<file path="src/rtl/rio_chk_pkg.sv">
package rio_chk_pkg;
   typedef enum logic [2:0] {
      K_NREAD, K_NWRITE, K_NWRITE_R, K_SWRITE, K_ATOMIC, K_OTHER
   } req_kind_t;

   typedef struct packed {
      logic [3:0] ftype;
      logic [3:0] ttype;
      logic [1:0] prio;
      logic [3:0] size;
      logic       wdptr;
      logic [7:0] hdr_bytes;
   } hdr_t;
endpackage

</file>
<file path="src/rtl/rio_type_classify.sv">
module rio_type_classify
   import rio_chk_pkg::*;
(
   input  logic [3:0] ftype,
   input  logic [3:0] ttype,
   output req_kind_t  kind,
   output logic       wants_rsp,
   output logic       is_read
);
   always_comb begin
      kind = K_OTHER;
      unique case (ftype)
         4'd2: if (ttype == 4'd4) kind = K_NREAD;
         4'd5: begin
            if (ttype == 4'd4)      kind = K_NWRITE;
            else if (ttype == 4'd5) kind = K_NWRITE_R;
            else if (ttype >= 4'd12 && ttype <= 4'd14) kind = K_ATOMIC;
         end
         4'd6: kind = K_SWRITE;
         default: kind = K_OTHER;
      endcase
   end

   assign wants_rsp = (kind == K_NREAD) || (kind == K_NWRITE_R) || (kind == K_ATOMIC);
   assign is_read   = (kind == K_NREAD);
endmodule

</file>
<file path="src/rtl/rio_size_decode.sv">
module rio_size_decode #(
   parameter int CNT_W = 9
) (
   input  logic [3:0]       size,
   input  logic             wdptr,
   input  logic             is_read,
   output logic             ok,
   output logic [CNT_W-1:0] bytes
);
   if (CNT_W < 9) begin : g_bad_cnt
      $error("rio_size_decode: CNT_W must hold 256");
   end

   logic [8:0] b;
   always_comb begin
      ok = 1'b1;
      b  = 9'd1;
      case (size)
         4'd4, 4'd6: b = 9'd2;
         4'd5:  b = 9'd3;
         4'd7:  b = 9'd5;
         4'd8:  b = 9'd4;
         4'd9:  b = 9'd6;
         4'd10: b = 9'd7;
         4'd11: b = wdptr ? 9'd16 : 9'd8;
         4'd12: b = wdptr ? 9'd64 : 9'd32;
         4'd13: begin
            b  = wdptr ? 9'd128 : 9'd96;
            ok = wdptr | is_read;
         end
         4'd14: begin
            b  = wdptr ? 9'd192 : 9'd160;
            ok = is_read;
         end
         4'd15: begin
            b  = wdptr ? 9'd256 : 9'd224;
            ok = is_read;
         end
         default: b = 9'd1;
      endcase
      bytes = CNT_W'(b);
   end
endmodule

</file>
<file path="src/rtl/rio_addr_windows.sv">
module rio_addr_windows #(
   parameter int ADDR_W = 32,
   parameter int NWIN   = 4
) (
   input  logic [ADDR_W-1:0]      addr,
   input  logic [NWIN-1:0]        win_en,
   input  logic [NWIN*ADDR_W-1:0] win_base,
   input  logic [NWIN*ADDR_W-1:0] win_mask,
   output logic                   hit
);
   if (NWIN < 1) begin : g_bad_nwin
      $error("rio_addr_windows: NWIN must be at least 1");
   end

   logic [NWIN-1:0] per_win;
   for (genvar i = 0; i < NWIN; i++) begin : g_win
      logic [ADDR_W-1:0] m;
      assign m = win_mask[i*ADDR_W +: ADDR_W];
      assign per_win[i] = win_en[i] &&
                          ((addr & m) == (win_base[i*ADDR_W +: ADDR_W] & m));
   end
   assign hit = |per_win;

   always_comb begin
      if (win_en == '0) assert_no_hit_when_all_off_R4: assert (!hit);
   end
endmodule

</file>
<file path="src/rtl/rio_req_check.sv">
module rio_req_check
   import rio_chk_pkg::*;
#(
   parameter int ADDR_W    = 32,
   parameter int NWIN      = 4,
   parameter int PAY_W     = 9,
   parameter int BUS_BYTES = 8,
   parameter int HDR_MIN   = 12,
   parameter int SW_MAX    = 256
) (
   input  logic                   clk,
   input  logic                   rst_n,
   input  logic                   pkt_start,
   input  logic [3:0]             i_ftype,
   input  logic [3:0]             i_ttype,
   input  logic [1:0]             i_prio,
   input  logic [3:0]             i_size,
   input  logic                   i_wdptr,
   input  logic [ADDR_W-1:0]      i_addr,
   input  logic [7:0]             i_hdr_bytes,
   input  logic                   pkt_end,
   input  logic [PAY_W-1:0]       i_pay_bytes,
   input  logic                   i_crc_ok,
   input  logic                   rd_last,
   input  logic                   rd_err,
   input  logic [NWIN-1:0]        win_en,
   input  logic [NWIN*ADDR_W-1:0] win_base,
   input  logic [NWIN*ADDR_W-1:0] win_mask,
   output logic                   o_accept,
   output logic                   o_illegal,
   output logic                   o_pass,
   output logic                   o_err_rsp
);
   localparam int LANE_LG = $clog2(BUS_BYTES);

   if (BUS_BYTES < 2 || (1 << LANE_LG) != BUS_BYTES) begin : g_bad_bus
      $error("rio_req_check: BUS_BYTES must be a power of two");
   end
   if (PAY_W < 9) begin : g_bad_pay
      $error("rio_req_check: PAY_W must hold 256");
   end

   hdr_t              hdr_q, hdr_live, hdr_use;
   logic [ADDR_W-1:0] addr_q, addr_use;

   assign hdr_live = '{ftype: i_ftype, ttype: i_ttype, prio: i_prio,
                       size: i_size, wdptr: i_wdptr, hdr_bytes: i_hdr_bytes};

   always_ff @(posedge clk) begin
      if (!rst_n) begin
         hdr_q  <= '0;
         addr_q <= '0;
      end else if (pkt_start) begin
         hdr_q  <= hdr_live;
         addr_q <= i_addr;
      end
   end

   assign hdr_use  = pkt_start ? hdr_live : hdr_q;
   assign addr_use = pkt_start ? i_addr   : addr_q;

   req_kind_t        kind;
   logic             wants_rsp, is_read;
   logic             sz_ok, win_hit;
   logic [PAY_W-1:0] sz_bytes;

   rio_type_classify u_cls (
      .ftype(hdr_use.ftype), .ttype(hdr_use.ttype),
      .kind(kind), .wants_rsp(wants_rsp), .is_read(is_read)
   );

   rio_size_decode #(.CNT_W(PAY_W)) u_sz (
      .size(hdr_use.size), .wdptr(hdr_use.wdptr), .is_read(is_read),
      .ok(sz_ok), .bytes(sz_bytes)
   );

   rio_addr_windows #(.ADDR_W(ADDR_W), .NWIN(NWIN)) u_win (
      .addr(addr_use), .win_en(win_en), .win_base(win_base),
      .win_mask(win_mask), .hit(win_hit)
   );

   logic bad, pay_zero, pay_unaligned, sz_unaligned;
   assign pay_zero      = (i_pay_bytes == '0);
   assign pay_unaligned = (i_pay_bytes[LANE_LG-1:0] != '0);
   assign sz_unaligned  = (sz_bytes[LANE_LG-1:0] != '0);

   always_comb begin
      bad = (hdr_use.prio == 2'd3) || (hdr_use.hdr_bytes < 8'(HDR_MIN));
      unique case (kind)
         K_NREAD:
            bad = bad || !pay_zero || !win_hit || !sz_ok || sz_unaligned;
         K_NWRITE, K_NWRITE_R:
            bad = bad || pay_zero || !win_hit || !sz_ok ||
                  (i_pay_bytes != sz_bytes);
         K_SWRITE:
            bad = bad || pay_zero || pay_unaligned || !win_hit ||
                  (i_pay_bytes > PAY_W'(SW_MAX));
         K_ATOMIC:
            bad = bad || !sz_ok || (i_pay_bytes != sz_bytes);
         default: bad = 1'b0;
      endcase
   end

   logic judge;
   assign judge = pkt_end && i_crc_ok;

   always_ff @(posedge clk) begin
      if (!rst_n) begin
         o_accept  <= 1'b0;
         o_illegal <= 1'b0;
         o_pass    <= 1'b0;
         o_err_rsp <= 1'b0;
      end else begin
         o_pass    <= judge && (kind == K_OTHER);
         o_illegal <= judge && (kind != K_OTHER) && bad;
         o_accept  <= judge && (kind != K_OTHER) && !bad;
         o_err_rsp <= (judge && (kind != K_OTHER) && bad && wants_rsp) ||
                      (rd_last && rd_err);
      end
   end

   assert_one_verdict_R1: assert property (@(posedge clk) disable iff (!rst_n)
      $onehot0({o_accept, o_illegal, o_pass}));
   assert_verdict_follows_end_R1: assert property (@(posedge clk) disable iff (!rst_n)
      (o_accept || o_illegal || o_pass) |-> $past(pkt_end && i_crc_ok));
   assert_good_end_gives_verdict_R1: assert property (@(posedge clk) disable iff (!rst_n)
      (pkt_end && i_crc_ok) |=> (o_accept || o_illegal || o_pass));
   assert_read_error_rsp_R9: assert property (@(posedge clk) disable iff (!rst_n)
      (rd_last && rd_err) |=> o_err_rsp);
   assert_accept_no_rsp_R8: assert property (@(posedge clk) disable iff (!rst_n)
      (o_accept && !$past(rd_last && rd_err)) |-> !o_err_rsp);
endmodule

</file>
<file path="config.mk">
export PLATFORM = sky130hd
export DESIGN_NAME = rio_req_check
export DESIGN_NICKNAME = d
export VERILOG_FILES = /design/src/rtl/rio_chk_pkg.sv /design/src/rtl/rio_type_classify.sv /design/src/rtl/rio_size_decode.sv /design/src/rtl/rio_addr_windows.sv /design/src/rtl/rio_req_check.sv
export SDC_FILE = /design/constraint.sdc
export NUM_CORES = 1
export LEC_CHECK = 0
export BUFFER_PORTS_ARGS = -buffer_cell sky130_fd_sc_hd__buf_2
export CAP_MARGIN = 20
export CORE_AREA = 4 4 141 143
export DETAILED_ROUTE_END_ITERATION = 12
export DIE_AREA = 0 0 145 147
export GPL_TIMING_DRIVEN = 0
export PLACE_DENSITY_LB_ADDON = 0.2
export SYNTH_ARGS = -nofsm -noshare
export SYNTH_HDL_FRONTEND = slang
export SYNTH_SLANG_ARGS = --single-unit
</file>
<file path="constraint.sdc">
create_clock -name clk -period 4.66 [get_ports clk]
set_clock_uncertainty 0.05 [all_clocks]
set_input_delay 0.466 -clock clk [delete_from_list [all_inputs] [get_ports clk]]
set_output_delay 0.466 -clock clk [all_outputs]
set_load 0.02 [all_outputs]
</file>
* Yosys cells after proc, flatten, opt, wreduce, memory -nomap -nowiden
Index checks and enable logic that the tools add are counted.
** Word-level totals
- RAM bits :: 0
- Bits in read-only memories :: 0
- Bits in latches :: 0
- Output and inout bits :: 4
- Input port bits :: 331
- Memories kept :: 0
- Flip-flop bits (word level) :: 59
** Cells by class
- Equal/unequal tests :: 29
- Add/subtract/negate cells :: 0
- Multipliers :: 0
- Bitwise gates (word level) :: 9
- Reduce and logical (&&, ||, !) cells :: 41
- Divide/modulo/power cells :: 0
- Shifts and indexed selects :: 0
- Order comparisons :: 4
- Multiplexer cells :: 15
** Operators with widths (number)
- AND 32 bit :: 8
- equality test 32 bit :: 4
- case mux 9 bit (11 select lines) :: 1
- equality test 4 x 3 -> 1 bit (second input constant) :: 8
- equality test 4 bit (second input constant) :: 8
- 2-to-1 mux 32 bit :: 1
- 2-to-1 mux 23 bit :: 1
- logical OR 1 bit :: 17
- 2-to-1 mux 7 bit :: 2
- logical AND 1 bit :: 12
- greater-than comparator 9 bit (second input constant) :: 1
- zero test 9 bit :: 1
- 2-to-1 mux 3 bit :: 3
- 2-to-1 mux 9 bit :: 1
- != test 9 bit :: 1
- case mux 3 bit (3 select lines) :: 1
- < comparator 8 x 4 -> 1 bit (second input constant) :: 1
- 2-to-1 mux 8 bit :: 1
- equality test 3 x 2 -> 1 bit (second input constant) :: 2
- equality test 3 bit (second input constant) :: 2
- nonzero test 3 bit :: 2
- OR reduction 2 bit :: 3
- 2-to-1 mux 5 bit :: 1
- equality test 4 x 2 -> 1 bit (second input constant) :: 1
- 12 further kinds :: 15

* Longest topological paths before layout
Gate-level depths: netlist (run 1).
- Depth in word-level cells :: 17
- Depth in mapped cells :: 13

* By module
Synthesis (run 1) repeated with hierarchy kept, for this count alone.
** Unflattened totals
- Cells, all modules :: 482
- Area total of the unflattened synthesis :: 4530.6 µm²
** Modules (own cells, without submodules)
- rio_req_check :: area each 2484.9 µm², times used 1, cells each 226
- rio_addr_windows :: area each 1755.4 µm², times used 1, cells each 213
- rio_size_decode :: area each 155.1 µm², times used 1, cells each 25
- rio_type_classify :: area each 135.1 µm², times used 1, cells each 18

* Worst setup path before layout (run 1)
No wires, ideal clock.
- Path type :: input to register
- Start :: in pkt_start
- End :: reg o_err_rsp
- Required time :: 4.493 ns
- Setup time :: 0.117 ns
- Setup slack :: 1.819 ns
- Stages on the path :: 11
- Arrival :: 2.673 ns
- Buffers on the path :: 2
- Cells stage by stage :: buf_6 > buf_6 > mux2_2 > a21o_1 > a222oi_1 > o32ai_1 > nor4_2 > a31oi_1 > nand2b_1 > a211o_1 > a32o_1
** Between the ends
- Cells in the longest elaborated chain, start to end :: 17
- Elaborated cells on any way between the ends :: 84
** RTL lines
- from (decl) :: RTL line rio_req_check.sv:13 : input logic pkt_start,
- 2-to-1 mux 23 bit
- greater-or-equal comparator 4 bit / less-or-equal comparator 4 bit (equally long branches) :: RTL line rio_type_classify.sv:17 : else if (ttype >= 4'd12 && ttype <= 4'd14) kind = K_ATOMIC;
- logical AND 1 bit :: RTL line rio_type_classify.sv:17
- 2-to-1 mux 1 bit :: RTL line rio_type_classify.sv:17
- 2-to-1 mux 3 bit :: RTL line rio_type_classify.sv:16 : else if (ttype == 4'd5) kind = K_NWRITE_R;
- 2-to-1 mux 3 bit :: RTL line rio_type_classify.sv:15 : if (ttype == 4'd4) kind = K_NWRITE;
- case mux 3 bit (3 select lines) :: RTL line rio_type_classify.sv:12 : unique case (ftype)
- zero test 3 bit :: RTL line rio_type_classify.sv:24, rio_type_classify.sv:25, rio_req_check.sv:89
- bitwise OR 1 bit :: RTL line rio_size_decode.sv:29 : ok = wdptr | is_read;
- case mux 1 bit (2 select lines) :: RTL line rio_size_decode.sv:18 : case (size)
- zero test 1 bit :: RTL line rio_req_check.sv:91, rio_req_check.sv:93, rio_req_check.sv:99
- logical OR 1 bit (on tied branches) (2 in a row) :: RTL line rio_req_check.sv:99, rio_req_check.sv:91, rio_req_check.sv:93
- case mux 1 bit (4 select lines) :: RTL line rio_req_check.sv:89 : unique case (kind)
- logical AND 1 bit :: RTL line rio_req_check.sv:117 : o_err_rsp <= (judge && (kind != K_OTHER) && bad && wants_rsp) ||
- logical AND 1 bit (*) :: RTL line rio_req_check.sv:117
- logical OR 1 bit (*) :: RTL line rio_req_check.sv:117
- to (signal assigned) :: RTL line rio_req_check.sv:117
- to (decl) :: RTL line rio_req_check.sv:32 : output logic o_err_rsp
Mark *: on every way between the ends. The rest lies on a longest branch, timed or not.
A chain may end at the register's enable or synchronous reset.

* Final worst setup path (run 1)
Same ends and word-level chain as after synthesis.

==> out/results.ini, run 1 <==
[global_route]
busiest_layer = met2
grt_first_pass_wirelength_um = 33600
grt_start_max_net_pins = 13
grt-ovfl-total = 0
gr-usage-met2 = 0.383
antenna_found_initial = 12
grt.met3_usage = 0.0734
grtUsageMet1 = 0.232
grt_pass1_vias = 5572
gr-usage-all-layers = 0.212

[sta]
worst_pin_slew_ns = 0.746
setup_violations = 0
post-route-period-util = 0.713
finalMaxSlewViolations = 0
fin_crit_ns = 3.32
timing.slew.headroom = 0.503
hold_viol_final = 0
fmax_mhz = 301
rsz0062_at_grt = no
finalSetupTns_ns = 0

[yosys]
netlist_instances = 525
synth-xor-area-share = 0.225
ys_async_sr_fraction = 0
synth-edff-count = 0
synth_top_cells_by_area = xnor2_1 22%, dfxtp_1 22%, mux2i_4 14%
post-synth-top-area-cell = xnor2_1
ys_seq_elements = 57
ys_types = 54
muxShareOfSynthArea = 0.190
ys_seq_area_frac = 0.222
syn-num-nets = 856
synth_adder_area_share = 0
yosys.area_share.simple = 0.178
synth-compound-area-share = 0.153
synth_top_area_share = 0.224
syn_area_per_cell_um2 = 9.77
synth_area_mm2 = 0.00513
synth_top_family_by_area = XOR/XNOR gates
synthFlopType = dfxtp_1
yosys_warnings = 0

[clock_tree]
hold_buffers = 0
clock_tree.root_cell = clkbuf_16
cts_setup_buffers = 0
tritoncts = built
clk_pin_slew_worst_paths_ns = 0.06
cts_buffer_depth = 2
clock_latency_ns = 0.34
cts.sink_count = 57
cts_buffers = 9
ctsResizeCount = 0
htreeDepth = 3

[pwr]
p_per_area_mw_per_mm2 = 251
swShare = 0.319
seqPwrFrac = 0.289
p_leak_uw = 0.00309
ir_drop_uv = 169
power_uw = 1850
power.internal_uw = 1260
p_sw_uw = 591
pwr-share-comb = 0.343
power.share.clock = 0.367

[floorplanning]
die_w_um = 145
rows = 50
floorplan.initialDensity = 0.276
die_h_um = 147
core_mm2 = 0.0186
io_pins = 335
die-area_mm2 = 0.0213

[critical_path]
crit_required_ns = 4.84
r2r_cells = 9
path_max_fanout = 10
reg2reg_slack_ns = 1.69
criticalPathCategory = primary input to flip-flop
r2r-end = o_err_rsp
startpoint_type = primary input
worstSetupEndpointType = flip-flop
cp.arrival_ns = 3.50
r2r_start = addr_q[14]

[drt]
dr.pass1.iters = 4
route.detailed.drc = 0
via_per_inst = 4.84
routed_wl_um = 23400
vias = 5365
post_drt_wl_per_cell_um = 21.1
ant_nets = 0
drtIter0Drc = 224

[placement]
place_congestion = 0.890
port_buffers = 328
hpwl_um = 20400
place_area_mm2 = 0.00706

[outcome]
outcome = finished, final reports clean

[cells_and_area]
postLayoutCoreUtil = 0.397
fin_nets = 1195
layout-drive-gt1-share = 0.452
fin_area_mm2 = 0.00738
syn2layout_area_growth_pct = 44.0

[min_path]
hold_start = i_crc_ok
whs_path_depth = 3
hp-class = primary input to flip-flop
min_to = o_pass

[job]
max_cap_violations = 0

## per-layer routing
| layer | vias up | routed length, µm |
|---|---|---|
| met3 | 40 | 1950 |
| met4 | 10 | 616 |
| met2 | 228 | 12100 |
| met1 | 2455 | 8770 |
| li1 | 2632 | - |
| met5 | - | 48 |
## worst max-delay path, cell delays in order
cell and delay (ns):
buf_6 0.12, buf_6 0.27, mux2i_4 0.43, xnor2_1 0.10, a22o_1 0.23, a221oi_1 0.46, nand4_1 0.24, o22ai_1 0.39
o221ai_1 0.19, a211o_1 0.35, a32o_1 0.22
## power groups by stage
stage / sequential, µW / combinational [µW] / clock, µW
6_report: 536 / 636 / 680
5_1_grt: 538 / 692 / 718
4_1_cts: 536 / 647 / 696
3_5_place_dp: 547 / 645 / 0
3_3_place_gp: 546 / 643 / 0
2_1_floorplan: 544 / 365 / 0
## state kept, by name, indices dropped and copies added (netlist names)
| signal | count |
|---|---|
| o_accept | 1 |
| o_pass | 1 |
| o_err_rsp | 1 |
| o_illegal | 1 |
| hdr_q | 21 |
| addr_q | 32 |
## layout make-up
| cell class | instances | area [µm²] |
|---|---|---|
| fill | 1966 | 11200 |
| buffer | 18 | 139 |
| multi-input combinational | 443 | 3820 |
| sequential | 57 | 1140 |
| clock buffer | 9 | 225 |
| antenna | 6 | 15.0 |
| tap | 234 | 293 |
| inverter | 7 | 26.3 |
| timing repair buffer | 328 | 1640 |
| clock inverter | 7 | 80.1 |
## worst max path at each step
stage / startpoint / to / slack, ns / cells after the start
floorplan: pkt_start / o_err_rsp / 1.82 / 11
global placement: pkt_start / o_err_rsp / 0.91 / 11
detailed placement: pkt_start / o_err_rsp / 0.95 / 12
CTS: pkt_start / o_err_rsp / 1.30 / 11
global route: pkt_start / o_err_rsp / 1.16 / 11
finish: pkt_start / o_err_rsp / 1.34 / 11
## Yosys cell counts (4+ instances only)
cell and instances:
nand2b_1 4, a222oi_1 4, dfxtp_1 57, a221oi_1 6, mux2i_1 17, nand3b_1 5, and2_1 5, inv_1 7
nand3_1 7, clkbuf_1 10, a22oi_1 47, mux2i_4 33, o21ai_0 5, nor2b_1 51, xnor2_1 131, buf_6 5
mux2_2 4, a21oi_1 10, nor2_1 14, nand4_1 21, a22o_1 5, nand2_1 20, or3_1 5
## cell families after synthesis
family,count (synthesis)
mux,55
xor+xnor,132
compound gates,104
flops,57
buf+inv,25
simple gates,152
## per-stage QoR
| step | hold slack (ns) | setup slack (ns) | instances |
|---|---|---|---|
| floorplan | 0.432 | 1.82 | 525 |
| global placement | 0.452 | 0.915 | 1087 |
| detailed placement | 0.456 | 0.954 | 1087 |
| CTS | 0.308 | 1.30 | 1103 |
| global route | 0.314 | 1.16 | 1108 |
| finish | 0.327 | 1.34 | 1109 |
## placed cells by master (no fill, tap or decap), types with 4 or more instances in the layout
cell	instances
buf_2	329
xnor2_1	131
dfxtp_1	57
nor2b_1	51
a22oi_1	47
mux2i_4	33
nand4_1	21
nand2_1	20
mux2i_1	17
nor2_1	14
clkbuf_1	10
a21oi_1	10
clkbuf_16	9
nand3_1	7
inv_1	7
diode_2	6
a221oi_1	6
buf_6	5
and2_1	5
o21ai_0	5
nand3b_1	5
or3_1	5
a22o_1	5
mux2_2	4
nand2b_1	4
a222oi_1	4
No activity file was read; power rests on OpenSTA's default activity.
==> run 2, diff against run 1 <==
- clock period: 4.66 -> 3.35 ns (I/O delays scaled with it)
==> run 2 against run 1 <==
Against the previous run: non-clock buffer count unchanged; flip-flop and latch count unchanged; cell count is the same; power up 39%; wire length grew 0.13%; via count hardly changed; register-to-register slack worse by 1.3 ns; sequential share of layout area about the same; critical path type unchanged; critical endpoint unchanged; largest power group unchanged.
==> out/results.ini, run 2 (same netlist as run 1, synthesis figures left out) <==
[outcome]
outcome = finished, final reports clean

[min_path]
min_to = o_pass
hold_start = i_crc_ok
hp-class = primary input to flip-flop
whs_path_depth = 3  ; unchanged

[drt]
vias = 5361  ; -0.075%
post_drt_wl_per_cell_um = 21.2  ; +0.13%
ant_nets = 0  ; unchanged
via_per_inst = 4.83  ; about the same
routed_wl_um = 23500  ; +0.13%
route.detailed.drc = 0  ; unchanged
drtIter0Drc = 212  ; -5.4%
dr.pass1.iters = 5  ; +1

[clock_tree]
htreeDepth = 3  ; unchanged
cts_buffers = 9  ; unchanged
cts_setup_buffers = 0  ; unchanged
clock_latency_ns = 0.34  ; about the same
cts_buffer_depth = 2  ; unchanged
clock_tree.root_cell = clkbuf_16
cts.sink_count = 57  ; unchanged
hold_buffers = 0  ; unchanged
tritoncts = built
clk_pin_slew_worst_paths_ns = 0.06  ; about the same
ctsResizeCount = 0  ; unchanged

[sta]
post-route-period-util = 0.943
fmax_mhz = 317
whs_ns = 0.197  ; -0.130 ns
fin_crit_ns = 3.16
worst_pin_slew_ns = 0.746  ; +0.0000461 ns
rsz0062_at_grt = no
timing.slew.headroom = 0.503  ; about the same
finalMaxSlewViolations = 0  ; unchanged
setup_violations = 0  ; unchanged
hold_viol_final = 0  ; unchanged

[critical_path]
r2r_cells = 9  ; unchanged
path_max_fanout = 10  ; unchanged
cp.arrival_ns = 3.34  ; -0.16 ns
cpPeakStageDelay_ns = 0.46  ; about the same
r2r_start = addr_q[14]
reg2reg_slack_ns = 0.41  ; -1.28 ns
worstSetupEndpointType = flip-flop
criticalPathCategory = primary input to flip-flop
cp_cell_sequence = buf_6 > buf_6 > mux2i_4 > xnor2_1 > a22o_1 > a221oi_1 > nand4_1 > o22ai_1 > o221ai_1 > a211o_1 > a32o_1
critPathBufInv = 2  ; unchanged
path_common_cell = buf_6
cp_top_family = compound AO/OA/AOI/OAI gates
startpoint_type = primary input
slowest_stage = a221oi_1
crit_required_ns = 3.53  ; -1.31 ns
r2r-end = o_err_rsp

[cells_and_area]
fin_nets = 1195  ; unchanged
reg_top3 = addr_q: 32 flops, hdr_q: 21 flops
layout-drive-gt1-share = 0.453  ; +0.00115
mostFrequentLayoutCells = 329 x buf_2, 131 x xnor2_1, 57 x dfxtp_1
final_common_cell = buf_2
syn2layout_area_growth_pct = 44.0  ; about the same
largest_register_ffs = 32  ; unchanged
layoutNonFillerInstCount = 1109  ; unchanged
regMostFlops = addr_q

[global_route]
gr-usage-all-layers = 0.212  ; unchanged
grt_start_max_net_pins = 13  ; unchanged
grt-ovfl-total = 0  ; unchanged
grt_first_pass_wirelength_um = 33600  ; unchanged
grt_pass1_vias = 5572  ; unchanged
antenna_found_initial = 12  ; unchanged

[job]
max_cap_violations = 0  ; unchanged

[placement]
place_congestion = 0.890  ; unchanged
hpwl_um = 20400  ; unchanged
dp_cells = 1087  ; unchanged
port_buffers = 328  ; unchanged

[floorplanning]
io_pins = 335  ; unchanged
core_mm2 = 0.0186  ; unchanged
die-area_mm2 = 0.0213  ; unchanged
floorplan.initialDensity = 0.276  ; unchanged
rows = 50  ; unchanged
die_h_um = 147  ; unchanged
die_w_um = 145  ; unchanged

[pwr]
p_leak_uw = 0.00309  ; about the same
ir_drop_uv = 233  ; +38%
p_per_area_mw_per_mm2 = 348  ; +39%

## run 2: cell counts in the layout (fill, tap and decap cells not counted)
No cell type changed its count.
## run 2: routing by layer
layer  share of wire  vias up  track usage
li1                -     2630            -
met2            0.52      220        0.383
met1            0.38     2463        0.232
met4           0.024       10       0.0698
met3           0.081       38       0.0734
met5          0.0020        -            0
## run 2: through the flow
stage	total power (µW)	cell area, µm²	setup slack, ns	util	TNS [ns]
after floorplan	1260	5130	0.640	-	0
after detailed placement	1660	7060	-0.225	0.380	-0.446
after CTS	2610	7370	0.121	0.397	0
after global routing	2710	7390	0.0474	0.398	0
after global placement	1650	7060	-0.264	0.380	-0.552
final	2580	7390	0.191	0.398	0
## run 2: how the worst max path moves through the flow
stage	startpoint	to	slack [ns]	depth (start not counted)
2_1_floorplan	pkt_start	o_err_rsp	0.64	11
3_3_place_gp	pkt_start	o_err_rsp	-0.26	11
3_5_place_dp	pkt_start	o_err_rsp	-0.23	12
4_1_cts	pkt_start	o_err_rsp	0.12	11
5_1_grt	pkt_start	o_err_rsp	0.05	11
6_report	pkt_start	o_err_rsp	0.19	11
## run 2: worst reg2reg max path, cell delays in order (launching register included)
cell and delay [ns]:
dfxtp_1 0.32, mux2i_4 0.30, xnor2_1 0.11, a22o_1 0.23, a221oi_1 0.46, nand4_1 0.24
o22ai_1 0.37, o221ai_1 0.19, a211o_1 0.35, a32o_1 0.21
## run 2: final cells by class
| type | count | area (µm²) |
|---|---|---|
| Timing Repair Buffer | 328 | 1640 |
| Antenna cell | 6 | 15.0 |
| Inverter | 7 | 26.3 |
| Buffer | 18 | 139 |
| Clock buffer | 9 | 225 |
| Fill cell | 1966 | 11200 |
| Clock inverter | 7 | 80.1 |
| Tap cell | 234 | 293 |
| Sequential cell | 57 | 1140 |
| Multi-Input combinational cell | 443 | 3830 |
## run 2: where the power goes
group / internal (µW) / switching [µW]
combinational: 455 / 431
sequential: 718 / 27.8
clock: 581 / 363
==> run 3, diff against run 2 <==
- CTS_BUF_LIST: unset -> sky130_fd_sc_hd__clkbuf_8
- GPL_ROUTABILITY_DRIVEN: unset -> 0
==> run 3 against run 2 <==
Against the previous run: global-route usage barely moved; register-to-register slack barely moved; maximum frequency rose by 0.80%; combinational power barely moved; setup slack improved by 0.025 ns; flip-flop and latch count did not move; critical path type unchanged; power fell by 10%; die area did not move; first-iteration DRC count rose by 5.2%.
==> out/results.ini, run 3 (same netlist as run 1, synthesis figures left out) <==
[critical_path]
path_common_cell = buf_6
startpoint_type = primary input
cp_cell_sequence = buf_6 > buf_6 > mux2i_4 > xnor2_1 > a22oi_1 > nand4_1 > or3_1 > o22ai_1 > o221ai_1 > a211o_1 > a32o_1
slowest_stage = or3_1
cpPeakStageDelay_ns = 0.45  ; about the same
r2r_start = addr_q[14]
reg2reg_slack_ns = 0.41  ; about the same
worstSetupEndpointType = flip-flop
r2r_cells = 9  ; unchanged
critPathCapture = o_err_rsp
critPathBufInv = 2  ; unchanged
path_depth = 11  ; unchanged
cp_top_family = compound AO/OA/AOI/OAI gates
cp.arrival_ns = 3.34  ; about the same
criticalPathCategory = primary input to flip-flop
path_max_fanout = 10  ; unchanged
startpoint = pkt_start
crit_required_ns = 3.56  ; +0.03 ns
r2r-end = o_err_rsp

[global_route]
grt.met3_usage = 0.0716  ; -0.00185
grt-ovfl-total = 0  ; unchanged
grt_pass1_vias = 5546  ; -0.47%
grt_start_max_net_pins = 13  ; unchanged
busiest_layer = met2
grt_first_pass_wirelength_um = 33500  ; -0.19%
gr-usage-met2 = 0.383  ; unchanged
antenna_found_initial = 12  ; unchanged
grtUsageMet1 = 0.232  ; -0.000755
gr-usage-all-layers = 0.211  ; -0.000456

[clock_tree]
clk_pin_slew_worst_paths_ns = 0.08  ; +0.02 ns
ctsResizeCount = 0  ; unchanged
clock_tree.root_cell = clkbuf_8
hold_buffers = 0  ; unchanged
htreeDepth = 3  ; unchanged
cts.sink_count = 57  ; unchanged
cts_buffers = 9  ; unchanged
cts_buffer_depth = 2  ; unchanged
tritoncts = built
cts_setup_buffers = 0  ; unchanged
clock_latency_ns = 0.36  ; +0.02 ns

[floorplanning]
core_mm2 = 0.0186  ; unchanged
io_pins = 335  ; unchanged
die_h_um = 147  ; unchanged
die_w_um = 145  ; unchanged
die-area_mm2 = 0.0213  ; unchanged
floorplan.initialDensity = 0.276  ; unchanged
rows = 50  ; unchanged

[cells_and_area]
largest_register_ffs = 32  ; unchanged
reg_top3 = addr_q: 32 flops, hdr_q: 21 flops
final_common_cell = buf_2
n_fill_cell = 1975  ; +0.46%
fin_area_mm2 = 0.00728  ; -1.4%
mostFrequentLayoutCells = 329 x buf_2, 131 x xnor2_1, 57 x dfxtp_1
postLayoutCoreUtil = 0.392  ; -0.00572
fin_nets = 1195  ; unchanged
ff_latch_area_mm2 = 0.00114  ; unchanged
multi_input_area_mm2 = 0.00382  ; -0.13%
layout-drive-gt1-share = 0.452  ; -0.00115
syn2layout_area_growth_pct = 42.0
regMostFlops = addr_q

[drt]
dr.pass1.iters = 5  ; unchanged
ant_nets = 0  ; unchanged
post_drt_wl_per_cell_um = 21.1  ; -0.15%
routed_wl_um = 23400  ; -0.15%
via_per_inst = 4.80  ; -0.67%
drtIter0Drc = 223  ; +5.2%
route.detailed.drc = 0  ; unchanged
vias = 5325  ; -0.67%

[pwr]
ir_drop_uv = 155  ; -34%
power_uw = 2310  ; -10%
p_per_area_mw_per_mm2 = 317  ; -9.2%
p_leak_uw = 0.00305  ; -1.5%

[sta]
fmax_mhz = 319  ; +0.80%
fin_crit_ns = 3.13  ; -0.0250 ns
setup_violations = 0  ; unchanged
timing.slew.headroom = 0.502  ; about the same
worst_pin_slew_ns = 0.747  ; +0.000735 ns
rsz0062_at_grt = no
hold_viol_final = 0  ; unchanged
post-route-period-util = 0.936  ; -0.00747
finalMaxSlewViolations = 0  ; unchanged

[placement]
hpwl_um = 20400  ; unchanged
port_buffers = 328  ; unchanged
place_area_mm2 = 0.00706  ; unchanged

[min_path]
hp-class = primary input to flip-flop

[job]
max_cap_violations = 0  ; unchanged

[outcome]
outcome = finished, final reports clean

[run 3: final cells by class]
type,count,area share
tap,234,0.0402
antenna,6,0.00206
clock inverter,7,0.0110
timing repair buffer,328,0.225
multi-input combinational,443,0.525
sequential,57,0.157
buffer,18,0.0191
inverter,7,0.00361
clock buffer,9,0.0170
[run 3: worst min path at each step]
stage               startpoint        end  slack, ns  depth (start not counted)
detailed placement    hdr_q[6]   hdr_q[6]       0.46                          2
global placement      hdr_q[3]   hdr_q[3]       0.45                          2
finish                i_crc_ok     o_pass       0.17                          3
floorplan             i_crc_ok     o_pass       0.43                          2
global route            rd_err  o_err_rsp       0.14                          2
CTS                   i_crc_ok     o_pass       0.13                          3
[run 3: worst min-delay path: cells and delay by family]
kind                   cells  cell delay, ns
AND/OR/NAND/NOR            2            0.11
buffers and inverters      1            0.10
[run 3: per-stage QoR]
stage                     TNS (ns)  hold slack (ns)  setup slack, ns  std cells
after floorplan                  0            0.425            0.640        525
after global placement      -0.552            0.452           -0.264       1087
after detailed placement    -0.446            0.456           -0.225       1087
after CTS                        0            0.130            0.167       1103
after global routing             0            0.144           0.0242       1108
final                            0            0.167            0.216       1109
[run 3: per-layer routing]
metal	vias up	share of wire
met4	10	0.026
met5	-	0.0020
met1	2430	0.38
met2	216	0.51
met3	41	0.081
li1	2628	-
[run 3: where the power goes]
group	internal [µW]	switching (µW)	leakage [µW]
registers	717	27.9	0.000470
logic	455	429	0.00248
clock network	349	329	0.0000961
